<file path="config.mk">
export PLATFORM = sky130hd
export DESIGN_NAME = pca_array
export DESIGN_NICKNAME = d
export VERILOG_FILES = /design/src/rtl/pca_pkg.sv /design/src/rtl/pca_counter.sv /design/src/rtl/pca_channel.sv /design/src/rtl/pca_array.sv
export SDC_FILE = /design/constraint.sdc
export NUM_CORES = 1
export LEC_CHECK = 0
export ABC_CLOCK_PERIOD_IN_PS = 2200
export BUFFER_PORTS_ARGS = -buffer_cell sky130_fd_sc_hd__clkbuf_2
export CAP_MARGIN = 30
export CORE_MARGIN = 2
export CORE_UTILIZATION = 54
export CTS_CLUSTER_DIAMETER = 50
export DETAILED_ROUTE_END_ITERATION = 7
export GPL_TIMING_DRIVEN = 1
export HOLD_SLACK_MARGIN = 0.15
export PLACE_DENSITY = 0.83
export SLEW_MARGIN = 20
export SYNTH_ARGS = -nofsm -noshare
export SYNTH_HDL_FRONTEND = slang
export SYNTH_SLANG_ARGS = --single-unit
export TNS_END_PERCENT = 50
</file>
<file path="constraint.sdc">
create_clock -name clk_i -period 2.2 [get_ports clk_i]
set_clock_uncertainty 0.1 [all_clocks]
set_input_delay 0.44 -clock clk_i [delete_from_list [all_inputs] [get_ports clk_i]]
set_output_delay 0.44 -clock clk_i [all_outputs]
set_load 0.01 [all_outputs]
</file>
<file path="src/rtl/pca_pkg.sv">
package pca_pkg;
  localparam int ADDR_W = 4;

  // mode word, bit 5 down to bit 0
  typedef struct packed {
    logic capp;  // capture on rising edge
    logic capn;  // capture on falling edge
    logic mat;   // match sets flag
    logic tog;   // match toggles output
    logic pwm;   // pulse-width mode
    logic ecf;   // flag drives interrupt
  } mode_t;

  localparam logic [ADDR_W-1:0] A_CTRL = 4'd0;
  localparam logic [ADDR_W-1:0] A_STAT = 4'd1;
  localparam logic [ADDR_W-1:0] A_CNT  = 4'd2;
  localparam logic [ADDR_W-1:0] A_MODE = 4'd4;
  localparam logic [ADDR_W-1:0] A_CCR  = 4'd8;
endpackage

</file>
<file path="src/rtl/pca_counter.sv">
module pca_counter #(
  parameter int CNT_W = 16
) (
  input  logic             clk_i,
  input  logic             rst_ni,
  input  logic             run_i,
  input  logic             load_i,
  input  logic [CNT_W-1:0] load_val_i,
  input  logic             ovf_clr_i,
  output logic [CNT_W-1:0] cnt_o,
  output logic             ovf_o
);
  localparam logic [CNT_W-1:0] CNT_MAX = '1;

  logic [CNT_W-1:0] cnt_q;
  logic             ovf_q;
  logic             wrap;

  assign wrap = run_i && !load_i && (cnt_q == CNT_MAX);

  always_ff @(posedge clk_i or negedge rst_ni) begin
    if (!rst_ni) begin
      cnt_q <= '0;
      ovf_q <= 1'b0;
    end else begin
      if (load_i)     cnt_q <= load_val_i;
      else if (run_i) cnt_q <= cnt_q + 1'b1;
      // set wins over clear
      if (wrap)           ovf_q <= 1'b1;
      else if (ovf_clr_i) ovf_q <= 1'b0;
    end
  end

  assign cnt_o = cnt_q;
  assign ovf_o = ovf_q;


  hold_when_stopped_chk: assert property (@(posedge clk_i) disable iff (!rst_ni)
    (!run_i && !load_i) |=> $stable(cnt_q));

  wrap_sets_ovf_chk: assert property (@(posedge clk_i) disable iff (!rst_ni)
    wrap |=> (ovf_q && cnt_q == '0));

  ovf_sticky_chk: assert property (@(posedge clk_i) disable iff (!rst_ni)
    (ovf_q && !ovf_clr_i) |=> ovf_q);
endmodule

</file>
<file path="src/rtl/pca_channel.sv">
module pca_channel
  import pca_pkg::*;
#(
  parameter int CNT_W = 16,
  parameter int PWM_W = 8
) (
  input  logic             clk_i,
  input  logic             rst_ni,
  input  logic             run_i,
  input  logic [CNT_W-1:0] cnt_i,
  input  mode_t            mode_i,
  input  logic             ccr_we_i,
  input  logic [CNT_W-1:0] ccr_wdata_i,
  input  logic             flag_clr_i,
  input  logic             cex_i,
  output logic [CNT_W-1:0] ccr_o,
  output logic             flag_o,
  output logic             cex_o
);
  localparam logic [PWM_W-1:0] LO_MAX = '1;

  logic [1:0]       sync_q;
  logic             prev_q;
  logic [CNT_W-1:0] ccr_q;
  logic [PWM_W-1:0] duty_q;
  logic             flag_q, tog_q;
  logic             rise, fall, cap_evt, match, tog_evt, flag_set, lo_wrap;

  assign rise     = sync_q[1] && !prev_q;
  assign fall     = !sync_q[1] && prev_q;
  assign cap_evt  = (rise && mode_i.capp) || (fall && mode_i.capn);
  assign match    = run_i && (cnt_i == ccr_q);
  assign tog_evt  = match && mode_i.tog && !mode_i.pwm;
  assign flag_set = cap_evt || (match && mode_i.mat);
  assign lo_wrap  = run_i && (cnt_i[PWM_W-1:0] == LO_MAX);

  always_ff @(posedge clk_i or negedge rst_ni) begin
    if (!rst_ni) begin
      sync_q <= '0;
      prev_q <= 1'b0;
      ccr_q  <= '0;
      duty_q <= '0;
      flag_q <= 1'b0;
      tog_q  <= 1'b0;
    end else begin
      sync_q <= {sync_q[0], cex_i};
      prev_q <= sync_q[1];
      // capture beats a bus write
      if (cap_evt)       ccr_q <= cnt_i;
      else if (ccr_we_i) ccr_q <= ccr_wdata_i;
      if (lo_wrap)       duty_q <= ccr_q[PWM_W-1:0];
      if (flag_set)        flag_q <= 1'b1;
      else if (flag_clr_i) flag_q <= 1'b0;
      if (tog_evt)       tog_q <= !tog_q;
    end
  end

  assign ccr_o  = ccr_q;
  assign flag_o = flag_q;
  assign cex_o  = mode_i.pwm ? (cnt_i[PWM_W-1:0] >= duty_q) : tog_q;


  capture_load_chk: assert property (@(posedge clk_i) disable iff (!rst_ni)
    cap_evt |=> (ccr_q == $past(cnt_i)));

  set_wins_chk: assert property (@(posedge clk_i) disable iff (!rst_ni)
    flag_set |=> flag_q);

  toggle_chk: assert property (@(posedge clk_i) disable iff (!rst_ni)
    tog_evt |=> (tog_q != $past(tog_q)));

  duty_hold_chk: assert property (@(posedge clk_i) disable iff (!rst_ni)
    !lo_wrap |=> $stable(duty_q));
endmodule

</file>
<file path="src/rtl/pca_array.sv">
module pca_array
  import pca_pkg::*;
#(
  parameter int NUM_MOD = 4,
  parameter int CNT_W   = 16,
  parameter int PWM_W   = 8
) (
  input  logic              clk_i,
  input  logic              rst_ni,
  input  logic              bus_we_i,
  input  logic [ADDR_W-1:0] bus_addr_i,
  input  logic [CNT_W-1:0]  bus_wdata_i,
  output logic [CNT_W-1:0]  bus_rdata_o,
  input  logic [NUM_MOD-1:0] cex_i,
  output logic [NUM_MOD-1:0] cex_o,
  output logic              irq_o
);
  localparam int MODE_W = $bits(mode_t);

  logic                run_q, ovf_ie_q;
  logic                wr_ctrl, wr_stat, wr_cnt;
  logic [CNT_W-1:0]    cnt;
  logic                ovf;
  mode_t               mode_q [NUM_MOD];
  logic [CNT_W-1:0]    ccr [NUM_MOD];
  logic [NUM_MOD-1:0]  flag, ecf;

  assign wr_ctrl = bus_we_i && (bus_addr_i == A_CTRL);
  assign wr_stat = bus_we_i && (bus_addr_i == A_STAT);
  assign wr_cnt  = bus_we_i && (bus_addr_i == A_CNT);

  always_ff @(posedge clk_i or negedge rst_ni) begin
    if (!rst_ni) begin
      run_q    <= 1'b0;
      ovf_ie_q <= 1'b0;
    end else if (wr_ctrl) begin
      run_q    <= bus_wdata_i[0];
      ovf_ie_q <= bus_wdata_i[1];
    end
  end

  pca_counter #(.CNT_W(CNT_W)) u_cnt (
    .clk_i      (clk_i),
    .rst_ni     (rst_ni),
    .run_i      (run_q),
    .load_i     (wr_cnt),
    .load_val_i (bus_wdata_i),
    .ovf_clr_i  (wr_stat && bus_wdata_i[NUM_MOD]),
    .cnt_o      (cnt),
    .ovf_o      (ovf)
  );

  for (genvar g = 0; g < NUM_MOD; g++) begin : g_ch
    localparam logic [ADDR_W-1:0] MODE_A = ADDR_W'(A_MODE + g);
    localparam logic [ADDR_W-1:0] CCR_A  = ADDR_W'(A_CCR + g);

    always_ff @(posedge clk_i or negedge rst_ni) begin
      if (!rst_ni) mode_q[g] <= '0;
      else if (bus_we_i && bus_addr_i == MODE_A) mode_q[g] <= mode_t'(bus_wdata_i[MODE_W-1:0]);
    end

    assign ecf[g] = mode_q[g].ecf;

    pca_channel #(.CNT_W(CNT_W), .PWM_W(PWM_W)) u_ch (
      .clk_i       (clk_i),
      .rst_ni      (rst_ni),
      .run_i       (run_q),
      .cnt_i       (cnt),
      .mode_i      (mode_q[g]),
      .ccr_we_i    (bus_we_i && bus_addr_i == CCR_A),
      .ccr_wdata_i (bus_wdata_i),
      .flag_clr_i  (wr_stat && bus_wdata_i[g]),
      .cex_i       (cex_i[g]),
      .ccr_o       (ccr[g]),
      .flag_o      (flag[g]),
      .cex_o       (cex_o[g])
    );
  end

  assign irq_o = (ovf && ovf_ie_q) || |(flag & ecf);

  always_comb begin
    bus_rdata_o = '0;
    case (bus_addr_i)
      A_CTRL:  bus_rdata_o[1:0] = {ovf_ie_q, run_q};
      A_STAT:  bus_rdata_o[NUM_MOD:0] = {ovf, flag};
      A_CNT:   bus_rdata_o = cnt;
      default: begin
        for (int i = 0; i < NUM_MOD; i++) begin
          if (bus_addr_i == ADDR_W'(A_MODE + i)) bus_rdata_o[MODE_W-1:0] = mode_q[i];
          if (bus_addr_i == ADDR_W'(A_CCR + i))  bus_rdata_o = ccr[i];
        end
      end
    endcase
  end


  irq_needs_source_chk: assert property (@(posedge clk_i) disable iff (!rst_ni)
    irq_o |-> (ovf || (|flag)));

  reset_quiet_chk: assert property (@(posedge clk_i) disable iff (!rst_ni)
    (!$past(rst_ni)) |-> (!irq_o && cex_o == '0));
endmodule

</file>
* Word level (Yosys, flattened, before mapping)
Cells that the tools add are included.
Widths: inputs -> output; s select.
** Cells by class
- Add/sub/neg operators :: 1
- $lt $le $gt $ge :: 4
- Equal/unequal tests :: 16
- Muxes and demuxes :: 36
- Bitwise gates (word level) :: 1
- Reductions and logical operators :: 92
** Operator list (number)
- $mux 16 :: 15
- $eq 16x16->1 :: 4
- $logic_and 1x1->1 :: 52
- $ge 8x8->1 :: 4
- $mux 6 :: 4
- $pmux 11 s2 :: 1
- $reduce_bool 2->1 :: 10
- $logic_not 1->1 :: 17
- $add 16x1->16 const B :: 1
- $eq 16x16->1 const B :: 1
- $eq 4x3->1 const B :: 4
- $eq 4x4->1 const B :: 4
- $mux 1 :: 14
- $logic_or 1x1->1 :: 9
- $pmux 3 s3 :: 1
- $eq 8x8->1 const B :: 1
- $pmux 2 s3 :: 1
- $and 4x4->4 :: 1
- $eq 4x1->1 const B :: 1
- $eq 4x2->1 const B :: 1
- $logic_not 4->1 :: 1
- $reduce_or 4->1 :: 1
- $reduce_or 3->1 :: 1
- $reduce_or 2->1 :: 1
** Word-level totals
- Register bits :: 159
- Input port bits :: 27
- Output and inout bits :: 21
- Word-level logic and storage cells :: 202

* Logic depth before layout (Yosys ltp)
Gate-level depths: netlist of run 1.
- Depth after elaboration :: 11
- Gate-level depth with buffers :: 9
- Gate-level depth less buffers :: 7

* Modules after synthesis
A second synthesis of run 1 with hierarchy kept.
** Unflattened totals
- Cells, all modules :: 976
- Area, all modules :: 9517.9 µm²
** By module, submodules not included
- pca_channel :: instances 4, cells each 161, area each 1602.8 µm², seq. area each 725.7 µm²
- pca_array :: instances 1, cells each 226, area each 2158.3 µm², seq. area each 650.6 µm²
- pca_counter :: instances 1, cells each 106, area each 948.4 µm², seq. area each 425.4 µm²

* Worst setup path after synthesis of run 1
No wires, ideal clock.
- Path type :: flip-flop to output port
- From :: reg u_cnt.cnt_q[0] (netlist: u_cnt.cnt_o[0])
- To :: out cex_o[0]
- Data arrival time :: 1.695 ns
- Data required time :: 1.660 ns
- Path slack :: -0.035 ns
- Stages on the path, launching flop included :: 10
- Buffers on the path :: 2
- Path through :: dfrtp_1 buf_2 inv_1 ha_1 nand2b_1 a21oi_1 nor2b_1 o2111ai_1 a31oi_1 buf_4
** Between the ends
- Cells in the longest elaborated chain, start to end :: 2
** RTL lines
- start, declared :: RTL line pca_counter.sv:15 : logic [CNT_W-1:0] cnt_q;
- start signal, assigned :: RTL line pca_counter.sv:26 : if (load_i) cnt_q <= load_val_i;
- start signal, assigned :: RTL line pca_counter.sv:27 : else if (run_i) cnt_q <= cnt_q + 1'b1;
- $ge 8x8->1 :: RTL line pca_channel.sv:60 : assign cex_o = mode_i.pwm ? (cnt_i[PWM_W-1:0] >= duty_q) : tog_q;
- $mux 1 :: RTL line pca_channel.sv:60
- end, declared :: RTL line pca_array.sv:15 : output logic [NUM_MOD-1:0] cex_o,
Every way passes these cells.

* Worst setup path in the final report of run 1
- From :: reg u_cnt.cnt_q[7] (netlist: u_cnt.cnt_o[7])
- To :: out cex_o[3]
Same word-level chain as after synthesis.

==> results_tabular.tex, run 1 <==
\begin{tabular}{lr}
\hline
Metric & Value \\
\hline
\multicolumn{2}{l}{\textbf{Placed design}} \\
\quad HPWL reported at the end of detailed placement & 20.5 mm \\
\quad Post-Place Cell Area & 10500 um2 \\
\quad Final weighted congestion in routability-driven placement & 0.984 \\
\quad Number of port buffers & 47 \\
\quad Count of placed standard cells including taps & 1229 \\
\multicolumn{2}{l}{\textbf{Setup path}} \\
\quad Kind of launch point of the worst setup path & flip-flop \\
\quad Crit Path Max Fanout & 5 \\
\quad Worst reg2reg path endpoint & g\_ch[2].u\_ch.tog\_q\$\_DFFE\_PN0P\_ \\
\quad Gate family responsible for the most delay along the worst path & simple AND/OR/NAND/NOR gates \\
\quad Minimum setup slack among reg-to-reg paths & -0.06 ns \\
\quad Buf/Inv on CP & 1 \\
\quad Reg-to-reg critical path startpoint & u\_cnt.cnt\_o[1]\$\_DFFE\_PN0P\_ \\
\quad Reg2Reg Depth & 9 \\
\quad Endpoint required time on the critical path & 1.66 ns \\
\quad Delay of the slowest critical-path stage & 0.53 ns \\
\quad Classification of the worst setup path & flip-flop to output port \\
\quad Worst-path cell with the longest stage delay & or4b\_4 \\
\quad Ordered list of cells on the worst path & ha\_4 > or4b\_4 > a31oi\_2 > a31oi\_1 > buf\_2 \\
\quad Data arrival, critical path & 2.05 ns \\
\quad Sort of element at the end of the critical path & output port \\
\multicolumn{2}{l}{\textbf{CTS}} \\
\quad Clock input transition at the sequential cells of the worst setup and hold paths & 0.06 ns \\
\quad CTS tree & done \\
\quad Number of buffers added by the clock tree synthesis step & 17 \\
\quad CTS max path bufs & 2 \\
\quad Clk sinks & 159 \\
\quad CTS root buf & clkbuf\_16 \\
\quad Clock latency at the later pin of the worst-skew pair & 0.43 ns \\
\quad Count of H-tree levels built during CTS & 4 \\
\multicolumn{2}{l}{\textbf{Synth}} \\
\quad Cell count after synthesis & 945 \\
\quad Most common library cells after synthesis & dfrtp\_1 (159), nand2\_1 (109), mux2i\_1 (76) \\
\quad Netlist area before placement & 9480 um2 \\
\quad Number of unique standard cell types used by synthesis & 57 \\
\quad Mean area per synthesized cell & 10.0 um2 \\
\quad Share of synthesized flip-flops with an asynchronous set or reset & 100\% \\
\quad Post-synth top area share & 42.0\% \\
\quad Most area-hungry cell type in the Yosys netlist & dfrtp\_1 \\
\quad Number of nets produced by synthesis & 1005 \\
\quad Dominant cells by area after synthesis & dfrtp\_1 (42\%), mux2i\_1 (8.0\%), xnor2\_1 (5.5\%) \\
\quad Number of synthesized flops with an enable pin & 0 \\
\quad Total number of yosys warnings & 0 \\
\quad Register bit count reported by yosys & 159 \\
\quad Proportion of synthesized chip area in sequential cells & 42.0\% \\
\quad Post-synth top flop & dfrtp\_1 \\
\quad Most instantiated library cell after synthesis & dfrtp\_1 \\
\multicolumn{2}{l}{\textbf{Hold path}} \\
\quad Hold Path Origin & bus\_wdata\_i[15] \\
\quad Hold EP & u\_cnt.cnt\_o[15]\$\_DFFE\_PN0P\_ \\
\quad Min-Delay Path Class & input pin to flip-flop \\
\quad Depth of the worst hold-timing path & 3 \\
\multicolumn{2}{l}{\textbf{Power and ir drop}} \\
\quad Maximum vdd drop & 0.000768 V \\
\quad Portion of total power attributed to sequential cells & 37.9\% \\
\quad Internal power summed over all cells & 8580 uW \\
\quad Post-route total power & 14200 uW \\
\quad Power density relative to cell area & 1220 nW/um2 \\
\quad Net switching share of the total power & 39.7\% \\
\quad Switching pwr & 5650 uW \\
\quad Relative contribution of combinational cells to total power & 40.7\% \\
\quad Static Leakage & 0.00512 uW \\
\quad Clock share of power & 21.4\% \\
\multicolumn{2}{l}{\textbf{STA}} \\
\quad Post-layout worst setup margin & -0.389 ns \\
\quad Number of hold violations in the final report & 0 \\
\quad Final Max Tran Viols & 0 \\
\quad Final hold slack & 0.184 ns \\
\quad Achievable Freq & 386 MHz \\
\quad Clock period minus final worst setup slack & 2.59 ns \\
\quad \# setup viols final & 9 \\
\quad Unrepaired setup endpoints after global routing & true \\
\quad Worst Max-Slew Pin Slew & 0.719 ns \\
\quad Relative slew slack & 52.1\% \\
\quad Final period util & 118\% \\
\multicolumn{2}{l}{\textbf{Global route}} \\
\quad Largest net degree at the start of global routing & 45 \\
\quad Global-route congestion overflow total & 0 \\
\quad Overall track demand over capacity in global routing & 33.1\% \\
\quad Met1 layer usage reported by global route & 44.7\% \\
\quad M3 GR Usage & 5.63\% \\
\quad Antenna violations before repair & 0 \\
\quad GR Util met2 & 52.3\% \\
\quad Wire length of the first global-routing pass & 45.7 mm \\
\quad Most congested layer reported by global routing & met2 \\
\quad Number of global-route vias before repair & 7962 \\
\multicolumn{2}{l}{\textbf{Routing}} \\
\quad Detailed-routing iteration count for the pre-antenna-repair pass & 6 \\
\quad Via count & 8099 \\
\quad Detailed-route wire length & 29.6 mm \\
\quad Wirelength per Cell & 23.1 um \\
\quad Post-detailed-route count of antenna-violating nets & 0 \\
\quad Detail-routed via count per cell & 6.31 \\
\quad Number of violations reported at the end of detailed-routing iteration 0 & 1030 \\
\quad Residual DRC count & 0 \\
\multicolumn{2}{l}{\textbf{Cells and area}} \\
\quad Number of inserted filler cells in the final layout & 1244 \\
\quad Final Cell Area & 11700 um2 \\
\quad Non-filler cells, final & 1284 \\
\quad Final net count & 1106 \\
\quad Number of antenna diodes & 0 \\
\quad Share of layout cells above drive strength 1 & 28.4\% \\
\quad Area growth, synth to finish & 23.0\% \\
\multicolumn{2}{l}{\textbf{Floorplan}} \\
\quad Standard-cell rows & 48 \\
\quad Core area & 17200 um2 \\
\quad Io pins & 48 \\
\quad Die height & 136 um \\
\quad Starting Density & 55.0\% \\
\quad Die area & 18600 um2 \\
\quad Die width & 136 um \\
\multicolumn{2}{l}{\textbf{Status}} \\
\quad Result of the run & complete, but fails checks \\
\quad Violations in the final reports & setup timing \\
\multicolumn{2}{l}{\textbf{Job}} \\
\quad Max Cap Viol & 0 \\
\hline
\end{tabular}
[flip-flops by register name (all words and copies together), names as in the netlist]
signal,count
g_ch.u_ch.flag_o,4
ovf_ie_q,1
ecf,4
mode_q,20
run_q,1
g_ch.u_ch.ccr_o,64
u_cnt.ovf_o,1
u_cnt.cnt_o,16
g_ch.u_ch.prev_q,4
g_ch.u_ch.tog_q,4
g_ch.u_ch.duty_q,32
g_ch.u_ch.sync_q,8
[per-stage QoR]
step                TNS [ns]  utilization [%]  setup WS [ns]
floorplan            -0.0113                -       -0.00565
global placement      -0.605             60.5         -0.136
detailed placement    -0.845             60.7         -0.142
CTS                    -1.54             66.2         -0.339
global route           -2.98             67.6         -0.488
finish                 -1.66             67.6         -0.389
[metal layers]
layer | up-vias | share of wire [%]
met2 | 456 | 47
met1 | 3993 | 40
li1 | 3539 | -
met4 | 0 | 4.5
met5 | - | 0
met3 | 111 | 8.8
[timing repair]
item | CTS | global route
pin swaps | 26 | 27
buffers inserted | 12 | 8
hold buffers | 5 | 0
endpoints found under the hold margin | 45 | 0
cloned | 0 | 2
setup endpoints to repair | 15 | 54
gates resized for setup | 50 | 66
[worst max path at each step]
stage,slack (ns),from,cells after the start,to
4_1_cts,-0.34,u_cnt.cnt_o[5]$_DFFE_PN0P_,5,cex_o[3]
6_report,-0.39,u_cnt.cnt_o[7]$_DFFE_PN0P_,5,cex_o[3]
5_1_grt,-0.49,u_cnt.cnt_o[0]$_DFFE_PN0P_,8,cex_o[3]
3_5_place_dp,-0.14,bus_addr_i[2],8,bus_rdata_o[0]
3_3_place_gp,-0.14,bus_addr_i[2],8,bus_rdata_o[0]
2_1_floorplan,-0.006,u_cnt.cnt_o[6]$_DFFE_PN0P_,5,cex_o[1]
[worst min-delay path, delay by kind of cell]
kind / cells / cell delay, ns
AOI/OAI and AO/OA: 1 / 0.05
buffers and inverters: 1 / 0.12
and+or+nand+nor: 1 / 0.06
[final cells by class]
class                      instances  area [um2]  area share (%)
clock inverter                    11         129            1.11
timing repair buffer             154        1330            11.4
clock buffer                      21         480            4.12
tap                              225         282            2.42
sequential                       159        4000            34.3
multi-input combinational        683        5320            45.6
inverter                          31         116           0.998
[logic make-up after synthesis]
kind of cell	synth area share [%]
AO/OA/AOI/OAI	11.9
XOR/XNOR	7.67
adder cells (fa/ha/maj)	4.36
buffers and inverters	5.15
flip-flops	42.0
multiplexers	16.3
AND/OR/NAND/NOR	12.7
[cell usage in the layout (no fill, tap or decap), types with 5 or more instances in the layout]
cell           count
a22oi_1           16
o21ai_2            6
ha_4               7
o21ai_0           34
dfrtp_1          141
nor2b_1            5
nand4_1           10
clkbuf_2          35
nor4_1             5
dfrtp_2           18
o21ai_1           71
ha_1              21
mux2_1            20
buf_12            15
a31oi_1            6
inv_1             30
dlygate4sd3_1      5
a21oi_1           24
nand2b_1           5
nand3_1           20
mux2_2            20
ha_2               5
nand3b_1           8
xor2_1            24
nand2_1          109
xnor2_1           59
and3_1            10
buf_6             20
nor2_1            26
mux2i_1           75
mux2_4            21
buf_2              8
buf_4             70
clkbuf_16         17
[power by group through the flow]
stage / Combinational (uW) / Sequential, uW / Clock [uW]
6_report: 5790 / 5400 / 3050
5_1_grt: 6280 / 5500 / 3160
4_1_cts: 5390 / 5310 / 3050
3_5_place_dp: 4990 / 5350 / 0
3_3_place_gp: 4800 / 5290 / 0
2_1_floorplan: 3600 / 4730 / 0
Power figures use the tool's default switching activity.
==> inputs of run 2 (changes only) <==
--- a/config.mk
+++ b/config.mk
@@ -8,7 +8,7 @@
 export ABC_CLOCK_PERIOD_IN_PS = 2200
 export BUFFER_PORTS_ARGS = -buffer_cell sky130_fd_sc_hd__clkbuf_2
 export CAP_MARGIN = 30
-export CORE_MARGIN = 2
+export CORE_ASPECT_RATIO = 0.6
 export CORE_UTILIZATION = 54
 export CTS_CLUSTER_DIAMETER = 50
 export DETAILED_ROUTE_END_ITERATION = 7
==> results_tabular.tex, run 2 (synthesized netlist as in run 1, its figures left out) <==
\begin{tabular}{lr}
\hline
Metric & Value \\
\hline
\multicolumn{2}{l}{\textbf{Status}} \\
\quad Result of the run & complete, but fails checks \\
\quad Violations in the final reports & setup timing \\
\multicolumn{2}{l}{\textbf{Cells and area}} \\
\quad Commonest non-fill, non-tap cells in the layout & dfrtp\_1 (145), buf\_4 (118), nand2\_1 (108) \\
\quad Number of flip-flops in the largest register & 64 (unchanged) \\
\quad Number of inserted filler cells in the final layout & 1172 (-5.8\%) \\
\quad Most common cell after layout, fill and taps aside & dfrtp\_1 \\
\quad Final net count & 1160 (+4.9\%) \\
\quad Final Cell Area & 12300 um2 (+5.4\%) \\
\quad Share of layout cells above drive strength 1 & 34.2\% (+5.8 points) \\
\quad Area growth, synth to finish & 29.6\% \\
\multicolumn{2}{l}{\textbf{CTS}} \\
\quad Clock input transition at the sequential cells of the worst setup and hold paths & 0.07 ns (about the same) \\
\quad CTS tree & done \\
\quad Clock latency at the later pin of the worst-skew pair & 0.44 ns (about the same) \\
\quad CTS root buf & clkbuf\_16 \\
\quad Clk sinks & 159 (unchanged) \\
\quad Number of buffers added by the clock tree synthesis step & 17 (unchanged) \\
\quad CTS max path bufs & 2 (unchanged) \\
\quad Count of H-tree levels built during CTS & 4 (unchanged) \\
\multicolumn{2}{l}{\textbf{Setup path}} \\
\quad Crit Path Max Fanout & 5 (unchanged) \\
\quad Ordered list of cells on the worst path & inv\_4 > ha\_1 > nand2b\_4 > a21oi\_2 > nor2b\_1 > o2111ai\_1 > a31oi\_4 > buf\_2 \\
\quad Endpoint required time on the critical path & 1.66 ns (about the same) \\
\quad Delay of the slowest critical-path stage & 0.41 ns (-0.12 ns) \\
\quad Worst-path cell with the longest stage delay & dfrtp\_1 \\
\quad Buf/Inv on CP & 2 (+1) \\
\quad Classification of the worst setup path & flip-flop to output port \\
\quad Sort of element at the end of the critical path & output port \\
\quad Data arrival, critical path & 2.24 ns (+0.19 ns) \\
\quad Gate family responsible for the most delay along the worst path & compound AO/OA/AOI/OAI gates \\
\quad Kind of launch point of the worst setup path & flip-flop \\
\quad Minimum setup slack among reg-to-reg paths & -0.17 ns (-0.11 ns) \\
\multicolumn{2}{l}{\textbf{Power and ir drop}} \\
\quad Internal power summed over all cells & 8920 uW (+3.9\%) \\
\quad Maximum vdd drop & 0.000745 V (-3.0\%) \\
\quad Clock share of power & 19.2\% (-2.2 points) \\
\quad Post-route total power & 15300 uW (+7.4\%) \\
\quad Relative contribution of combinational cells to total power & 45.2\% (+4.5 points) \\
\quad Switching pwr & 6380 uW (+13\%) \\
\quad Static Leakage & 0.00543 uW (+6.0\%) \\
\quad Net switching share of the total power & 41.7\% (+2.0 points) \\
\quad Portion of total power attributed to sequential cells & 35.6\% (-2.3 points) \\
\quad Power density relative to cell area & 1240 nW/um2 (+1.9\%) \\
\multicolumn{2}{l}{\textbf{Routing}} \\
\quad Post-detailed-route count of antenna-violating nets & 0 (unchanged) \\
\quad Detailed-route wire length & 33.7 mm (+14\%) \\
\quad Number of violations reported at the end of detailed-routing iteration 0 & 1203 (+17\%) \\
\quad Detail-routed via count per cell & 6.31 (about the same) \\
\quad Detailed-routing iteration count for the pre-antenna-repair pass & 6 (unchanged) \\
\quad Residual DRC count & 0 (unchanged) \\
\quad Wirelength per Cell & 25.0 um (+8.3\%) \\
\quad Via count & 8510 (+5.1\%) \\
\multicolumn{2}{l}{\textbf{Hold path}} \\
\quad Min-Delay Path Class & input pin to flip-flop \\
\multicolumn{2}{l}{\textbf{STA}} \\
\quad Final Max Tran Viols & 0 (unchanged) \\
\quad Final hold slack & 0.161 ns (-0.0230 ns) \\
\quad Relative slew slack & 48.1\% (-4.0 points) \\
\quad Worst Max-Slew Pin Slew & 0.776 ns (+0.0564 ns) \\
\quad Number of hold violations in the final report & 0 (unchanged) \\
\quad Unrepaired setup endpoints after global routing & true \\
\quad Clock period minus final worst setup slack & 2.78 ns (+0.186 ns) \\
\quad Post-layout worst setup margin & -0.575 ns (-0.186 ns) \\
\quad Final period util & 126\% (+8.5 points) \\
\quad \# setup viols final & 46 (+37) \\
\quad Total Neg Setup Slack & -4.12 ns (-2.46 ns) \\
\quad Achievable Freq & 360 MHz (-6.7\%) \\
\multicolumn{2}{l}{\textbf{Placed design}} \\
\quad Post-Place Cell Area & 10600 um2 (+1.2\%) \\
\quad Setup Slack @ Placement & -0.163 ns (-0.0214 ns) \\
\quad HPWL reported at the end of detailed placement & 21.6 mm (+5.2\%) \\
\quad Number of port buffers & 47 (unchanged) \\
\quad Final weighted congestion in routability-driven placement & 0.947 (-3.7\%) \\
\multicolumn{2}{l}{\textbf{Global route}} \\
\quad Wire length of the first global-routing pass & 49.1 mm (+7.5\%) \\
\quad Met1 layer usage reported by global route & 53.0\% (+8.3 points) \\
\quad Overall track demand over capacity in global routing & 36.6\% (+3.5 points) \\
\quad M3 GR Usage & 8.99\% (+3.4 points) \\
\quad Most congested layer reported by global routing & met1 \\
\quad Antenna violations before repair & 1 (+1) \\
\quad Number of global-route vias before repair & 8198 (+3.0\%) \\
\quad Largest net degree at the start of global routing & 47 (+4.4\%) \\
\quad GR Util met2 & 52.7\% (+0.43 points) \\
\quad Global-route congestion overflow total & 0 (unchanged) \\
\multicolumn{2}{l}{\textbf{Floorplan}} \\
\quad Die height & 105 um (-23\%) \\
\quad Die width & 173 um (+27\%) \\
\quad Io pins & 48 (unchanged) \\
\quad Die area & 18100 um2 (-2.8\%) \\
\quad Standard-cell rows & 37 (-23\%) \\
\quad Starting Density & 55.3\% (+0.35 points) \\
\quad Core area & 17100 um2 (-0.62\%) \\
\multicolumn{2}{l}{\textbf{Job}} \\
\quad Max Cap Viol & 0 (unchanged) \\
\hline
\end{tabular}
-- run 2: per-stage QoR --
step                utilization, %  cells
global placement              61.7   1263
floorplan                        -    945
detailed placement            61.8   1263
global route                  71.7   1347
CTS                           67.9   1318
finish                        71.7   1348
-- run 2: area by class of cell --
cell class                      instances  area, um2  share of cell area (%)
Multi-Input combinational cell        683       5550                    45.2
Inverter                               31        119                   0.967
Sequential cell                       159       4000                    32.5
Clock inverter                         14        134                    1.09
Antenna cell                            1       2.50                  0.0204
Tap cell                              234        293                    2.38
Clock buffer                           18        429                    3.49
Timing Repair Buffer                  208       1760                    14.4
-- run 2: what timing repair did --
action | CTS | global route
buffers inserted | 21 | 30
setup endpoints to repair | 55 | 55
pin swaps | 32 | 48
hold buffers | 5 | 0
endpoints found under the hold margin | 42 | 0
resized for setup | 80 | 104
cloned | 0 | 3
-- run 2: metal layers --
metal  share of wire, %  routed length, um
met4                3.9               1320
met1                 42              14000
met3                 12               4180
met2                 42              14200
met5                  0                  0
-- run 2: worst min-delay path, cell delays in order --
cell and delay (ns):
clkbuf_2 0.12, nand2_1 0.06, o21ai_1 0.05
-- run 2: worst paths after layout --
kind	endpoint	start	cells after the start
setup reg to reg	g_ch[3].u_ch.tog_q$_DFFE_PN0P_	u_cnt.cnt_o[5]$_DFFE_PN0P_	8
hold reg to reg	g_ch[0].u_ch.sync_q[1]$_DFF_PN0_	g_ch[0].u_ch.sync_q[0]$_DFF_PN0_	0
hold / removal	u_cnt.cnt_o[10]$_DFFE_PN0P_	bus_wdata_i[10]	3
min in group asynchronous	g_ch[3].u_ch.ccr_o[6]$_DFFE_PN0P_	rst_ni	2
setup / recovery	cex_o[1]	u_cnt.cnt_o[0]$_DFFE_PN0P_	8
max in group asynchronous	g_ch[0].u_ch.ccr_o[4]$_DFFE_PN0P_	rst_ni	3
-- run 2: power by group through the flow --
stage / combinational [uW] / sequential [uW] / clock (uW)
floorplan: 3600 / 4730 / 0
global route: 7350 / 5510 / 3060
global placement: 4930 / 5300 / 0
CTS: 5800 / 5330 / 2910
finish: 6910 / 5450 / 2940
detailed placement: 5140 / 5350 / 0
